`config.mk`:
```
export PLATFORM = sky130hd
export DESIGN_NAME = startup_seq
export DESIGN_NICKNAME = d
export VERILOG_FILES = /design/src/rtl/startup_seq.sv
export SDC_FILE = /design/constraint.sdc
export NUM_CORES = 1
export LEC_CHECK = 0
export BUFFER_PORTS_ARGS = -buffer_cell sky130_fd_sc_hd__buf_2
export CAP_MARGIN = 20
export CORE_MARGIN = 8
export CORE_UTILIZATION = 40
export DETAILED_ROUTE_END_ITERATION = 8
export PLACE_DENSITY = 0.7
export SLEW_MARGIN = 20
export SYNTH_ARGS = -nofsm -noshare
export SYNTH_HDL_FRONTEND = slang
export SYNTH_SLANG_ARGS = --single-unit
```
`constraint.sdc`:
```
create_clock -name clk -period 1.8 [get_ports clk]
set_input_delay 0.09 -clock clk [delete_from_list [all_inputs] [get_ports clk]]
set_output_delay 0.09 -clock clk [all_outputs]
set_load 0.02 [all_outputs]
```
`src/rtl/startup_seq.sv`:
```
module startup_seq #(
  parameter int unsigned DELAY_CYCLES   = 6_000_000,
  parameter logic [7:0]  DELAY_VARIANTS = 8'b0000_0111
) (
  input  logic       clk,
  input  logic       rst_n,
  input  logic       supply_ok,
  input  logic       bo_ok,
  input  logic       fault,
  input  logic       ss_done,
  input  logic [2:0] variant,
  output logic       ss_hold,
  output logic       sw_en,
  output logic       run,
  output logic       hyst_en
);
  localparam int CNT_W = $clog2(DELAY_CYCLES + 1);
  localparam logic [CNT_W-1:0] LAST = CNT_W'(DELAY_CYCLES - 1);

  typedef enum logic [2:0] {S_OFF, S_WAIT, S_SOFT, S_RUN, S_BROWN, S_TRIP} st_t;

  st_t st, st_nx;
  logic [CNT_W-1:0] cnt;
  logic delayed, active;

  assign delayed = DELAY_VARIANTS[variant];
  assign active  = (st == S_SOFT) || (st == S_RUN);

  always_comb begin
    st_nx = st;
    if (!supply_ok) st_nx = S_OFF;
    else case (st)
      S_OFF:   st_nx = delayed ? S_WAIT : (bo_ok ? S_SOFT : S_BROWN);
      S_WAIT:  if (cnt == LAST) st_nx = bo_ok ? S_SOFT : S_BROWN;
      S_SOFT:  if (!bo_ok) st_nx = S_BROWN;
               else if (fault) st_nx = S_TRIP;
               else if (ss_done) st_nx = S_RUN;
      S_RUN:   if (!bo_ok) st_nx = S_BROWN;
               else if (fault) st_nx = S_TRIP;
      S_BROWN: if (bo_ok) st_nx = S_SOFT;
      S_TRIP:  if (!bo_ok) st_nx = S_BROWN;
      default: st_nx = S_OFF;
    endcase
  end

  always_ff @(posedge clk or negedge rst_n) begin
    if (!rst_n) begin
      st  <= S_OFF;
      cnt <= '0;
    end else begin
      st <= st_nx;
      if (st == S_WAIT && st_nx == S_WAIT) cnt <= cnt + 1'b1;
      else cnt <= '0;
    end
  end

  assign ss_hold = !active;
  assign sw_en   = active && supply_ok && bo_ok && !fault;
  assign run     = (st == S_RUN);
  assign hyst_en = !bo_ok;


  supply_loss_chk: assert property (@(posedge clk) disable iff (!rst_n)
    !supply_ok |=> (st == S_OFF && cnt == '0));

  brownout_hold_chk: assert property (@(posedge clk) disable iff (!rst_n)
    (supply_ok && !bo_ok) |=> ss_hold);

  brown_recover_chk: assert property (@(posedge clk) disable iff (!rst_n)
    (st == S_BROWN && supply_ok && bo_ok) |=> (st == S_SOFT));

  trip_sticky_chk: assert property (@(posedge clk) disable iff (!rst_n)
    (st == S_TRIP && supply_ok && bo_ok) |=> (st == S_TRIP && !sw_en));

  wait_bound_chk: assert property (@(posedge clk) disable iff (!rst_n)
    (st == S_WAIT) |-> (cnt <= LAST));

  run_entry_chk: assert property (@(posedge clk) disable iff (!rst_n)
    $rose(run) |-> $past(ss_done));
endmodule

```
# --- Yosys cells after proc, flatten, opt, wreduce, memory -nomap -nowiden ---
# Memories as Yosys holds them, arrays and structs flattened.
# Index checks and enable logic that the tools add are counted.
op_classes:
  add_sub_neg: 1
  n_mux: 14
  shift: 0
  reduce_logical: 9
  eq_ne: 7
  n_mul: 0
  n_lt_le_gt_ge: 1
  bitwise: 0
  n_div: 0
op_table:
  columns: ["operator", "count"]
  rows:
  - ["3-bit two-way mux", 11]
  - ["23-bit by 1-bit adder with 23-bit output (second input constant)", 1]
  - ["23-bit == test (second input constant)", 1]
  - ["23-bit two-way mux", 1]
  - ["3-bit one-hot mux with 6 select lines", 1]
  - ["3-bit by 1-bit == test with 1-bit output (second input constant)", 2]
  - ["3-bit by 2-bit == test with 1-bit output (second input constant)", 2]
  - ["3-bit == test (second input constant)", 2]
  - ["1-bit logical AND", 4]
  - ["3-bit by 4-bit < comparator with 1-bit output (second input constant)", 1]
  - ["1-bit zero test", 3]
  - ["3-bit zero test", 1]
  - ["1-bit logical OR", 1]
  - ["1-bit two-way mux", 1]
totals:
  regBits: 26
  rom_bits: 8
  memories: 1
  inputBits: 9
  out_inout_bits: 4
  wordCells: 35
  latchBits: 0
  ram_bits: 0
memory_table:
  columns: ["name", "depth", "width", "rd", "rd_clocked_by_memory_dff", "write_ports", "line", "rtl"]
  rows:
  - ["(name not given)", 8, 1, 1, 0, 0, "26", "assign delayed = DELAY_VARIANTS[variant];"]

# --- Logic depth before layout (Yosys ltp) ---
logic_depth:
  depth_word: 8
  mapped_depth: 7
  depth_no_buf: 6

# --- Least setup slack after synthesis ---
# Ideal clock, no wire load.
synth_path:
  path_type: "flip-flop to flip-flop"
  start: "register cnt[18]"
  end: "register cnt[15]"
  n_path_buf: 1
  arrival_time_ps: 1616
  stages_incl_launch_ff: 7
  setup_slack_ps: 65
  required_ps: 1681
  cell_sequence: "dfrtp_1 or4_1 nor2_1 nand4_1 o211ai_2 buf_6 nor2_1"
synth_via:
  elab_chain_len: 7
synth_rtl:
  columns: ["element", "line", "rtl"]
  rows:
  - ["start: declaration", "23", "logic [CNT_W-1:0] cnt;"]
  - ["start signal: assignment", "52", "if (st == S_WAIT && st_nx == S_WAIT) cnt <= cnt + 1'b1;"]
  - ["23-bit == test", "34", "S_WAIT: if (cnt == LAST) st_nx = bo_ok ? S_SOFT : S_BROWN;"]
  - ["3-bit two-way mux", "34", null]
  - ["3-bit one-hot mux with 6 select lines", "32", "else case (st)"]
  - ["3-bit two-way mux", "31", "if (!supply_ok) st_nx = S_OFF;"]
  - ["3-bit by 1-bit == test with 1-bit output", "52", null]
  - ["1-bit logical AND", "52", null]
  - ["23-bit two-way mux", "52", null]
# No other way between the ends.

# --- Final worst setup path ---
layout_path:
  start: "register cnt[13]"
  end: "register cnt[18]"
layout_via:
  elab_chain_len: 7
layout_rtl:
  columns: ["element", "line"]
  rows:
  - ["23-bit == test", "34"]
  - ["3-bit two-way mux", "34"]
  - ["3-bit one-hot mux with 6 select lines", "32"]
  - ["3-bit two-way mux", "31"]
  - ["3-bit by 1-bit == test with 1-bit output", "52"]
  - ["1-bit logical AND", "52"]
  - ["23-bit two-way mux (*)", "52"]
# Mark *: on every way between the ends. The rest lies on a longest branch, timed or not.

==> impl_metrics.json <==
{
  "synth_top_area_share_pct": 48.2,
  "postSynth.asyncResetShare_pct": 100,
  "layout_common_cells": "31 x nor2_1, 26 x dfrtp_1, 17 x xor2_1",
  "arrival_ns": 2.09,
  "dp_slack_ns": 0.0491,
  "grt_max_degree": 27,
  "syn-num-nets": 153,
  "grt_pass1_wl_um": 4950,
  "grt_pass1_vias": 1101,
  "ys_types": 31,
  "fmax_mhz": 533,
  "rsz0062_at_grt": "yes",
  "switching_share_pct": 24.4,
  "yosysSeqAreaShare_pct": 48.2,
  "synth_edf_count": 0,
  "pwr-share-clk_pct": 28.5,
  "syn_area_per_cell_um2": 9.44,
  "die-height_um": 74.1,
  "clock_latency_ns": 0.31,
  "yosys-top-cells-area": "dfrtp_1 48%, xor2_1 11%, nor2_1 9.2%",
  "hpwlAfterDp_um": 2090,
  "post-route-period-util_pct": 104,
  "hold_viol": 0,
  "worstMarginPinSlew_ns": 0.587,
  "start_kind": "register",
  "cts_made_buffers": 3,
  "grt_usage_pct": 11.5,
  "critPathCaptureType": "register",
  "flow.area_growth_from_synthesis_pct": 20.5,
  "post_drt_wl_per_cell_um": 13.8,
  "totalNegativeSetupSlack_ns": -1.17,
  "violations": "negative setup slack",
  "crit_fanout": 11,
  "die_x_um": 74.1,
  "seqPwrFrac_pct": 59.1,
  "firstDrtPassIters": 4,
  "worst-setup-path-type": "register to register",
  "cts_buffer_depth": 2,
  "setup_violations": 24,
  "wl_um": 2960,
  "rows": 21,
  "synthCells": 143,
  "io_buffer_count": 12,
  "drive_above_1_share_pct": 22.5,
  "route.detailed.drc": 0,
  "io_pins": 13,
  "cts_sinks": 26,
  "gp_congestion": 0.852,
  "synthFlopType": "dfrtp_1",
  "ant_nets": 0,
  "num-nets-final": 180,
  "fin_crit_ns": 1.87,
  "required_ns": 2.02,
  "vias_per_cell": 5.16,
  "relSlewSlack_pct": 60.9,
  "vias": 1109,
  "yosysTopAreaCell": "dfrtp_1",
  "p_sw_mw": 0.249,
  "core_area_um2": 3280,
  "p_leak_nw": 0.689,
  "synth_seq_cells": 26,
  "power.density_nw_per_um2": 627,
  "status": "finished, violations left",
  "finalHoldWorstSlack_ns": 0.0387,
  "yosys_warnings": 0,
  "drt-initial-drc-count": 48,
  "clock_skew_ns": 0.00432,
  "hp-class": "primary input to register",
  "worst_slack_ns": -0.0750,
  "slew_viol_final": 0,
  "dieArea_um2": 5490,
  "power_frac_comb_pct": 12.4,
  "clk_pin_slew_ns": 0.14,
  "synth_area_um2": 1350,
  "diodes": 0,
  "fin_total_pwr_mw": 1.02,
  "maxCapViolations": 0,
  "antenna_found_initial": 0,
  "grt-ovfl-total": 0,
  "peakVddDrop_uv": 279,
  "cts_tree": "yes",
  "cts_max_level": 1,
  "final_common_cell": "nor2_1",
  "internal_power_mw": 0.770,
  "start_util_pct": 41.1,
  "root_buffer": "clkbuf_4"
}
power by group through the flow:
stage | logic, mW | clock network (mW) | registers [mW]
2_1_floorplan | 0.0617 | 0 | 0.613
3_3_place_gp | 0.0957 | 0 | 0.615
3_5_place_dp | 0.100 | 0 | 0.616
4_1_cts | 0.103 | 0.303 | 0.605
5_1_grt | 0.139 | 0.328 | 0.604
6_report | 0.126 | 0.291 | 0.602
stage by stage:
step | std cells | utilization (%) | area, um^2
after floorplan | 143 | - | 1350
after global placement | 206 | 46.1 | 1520
after CTS | 211 | 47.5 | 1560
final | 215 | 49.5 | 1630
after global routing | 215 | 49.5 | 1630
after detailed placement | 206 | 46.1 | 1520
worst paths after layout:
kind / start / endpoint / slack (ns) / cells past startpoint
max: cnt[13]$_DFF_PN0_ / cnt[18]$_DFF_PN0_ / -0.07 / 6
min: bo_ok / st[1]$_DFF_PN0_ / 0.04 / 3
max reg2reg: cnt[13]$_DFF_PN0_ / cnt[18]$_DFF_PN0_ / -0.07 / 6
min reg2reg: cnt[0]$_DFF_PN0_ / cnt[0]$_DFF_PN0_ / 0.53 / 1
max in group asynchronous: rst_n / cnt[19]$_DFF_PN0_ / 1.12 / 2
min in group asynchronous: rst_n / cnt[10]$_DFF_PN0_ / 0.29 / 2
worst max-delay path, cell delays in order (launching register included):
cell	delay (ns)
dfrtp_1	0.42
or4_4	0.52
nor2_2	0.13
nand4_1	0.17
o211ai_4	0.28
clkbuf_16	0.21
nor2_1	0.05
metal layers:
layer / up-vias / wire length (um) / global-route usage [%] / share of wire [%]
li1: 541 / - / - / -
met1: 532 / 1290 / 15.3 / 44
met2: 32 / 1430 / 17.4 / 48
met3: 4 / 202 / 2.43 / 6.8
met4: 0 / 44 / 5.32 / 1.5
met5: - / 0 / 0 / 0
what timing repair did:
action,CTS,global route
endpoints found under the setup margin,0,27
endpoints found under the hold margin,26,0
setup buffers,0,3
hold buffers,1,0
resized for setup,0,4
state kept, by name, indices dropped and copies added (netlist names):
| name | flops |
|---|---|
| st | 3 |
| cnt | 23 |
cell type report:
cell class	count	area, um^2
clock buffer	4	36.3
fill	326	1660
inverter	4	15.0
multi-input combinational	109	669
sequential	26	651
tap	46	57.6
timing repair buffer	26	198
logic make-up (layout without fill, tap and decap cells):
family | count (synthesis) | after routing | synth area share (%)
flip-flops | 26 | 26 | 48.2
XOR/XNOR | 21 | 21 | 13.6
adder cells (fa/ha/maj) | 1 | 1 | 0.927
buffers and inverters | 8 | 34 | 3.52
AO/OA/AOI/OAI | 9 | 9 | 5.28
AND/OR/NAND/NOR | 78 | 78 | 28.5
cells in the mapped netlist, types with 2 or more instances:
cell type,count
nand3_1,10
nor3_1,3
xnor2_1,4
nor4_1,3
inv_1,4
xor2_1,17
nand2_1,10
dfrtp_1,26
and2_1,2
clkbuf_2,2
nand4_1,9
buf_6,2
nor2_1,33
No activity file was read; power rests on OpenSTA's default activity.
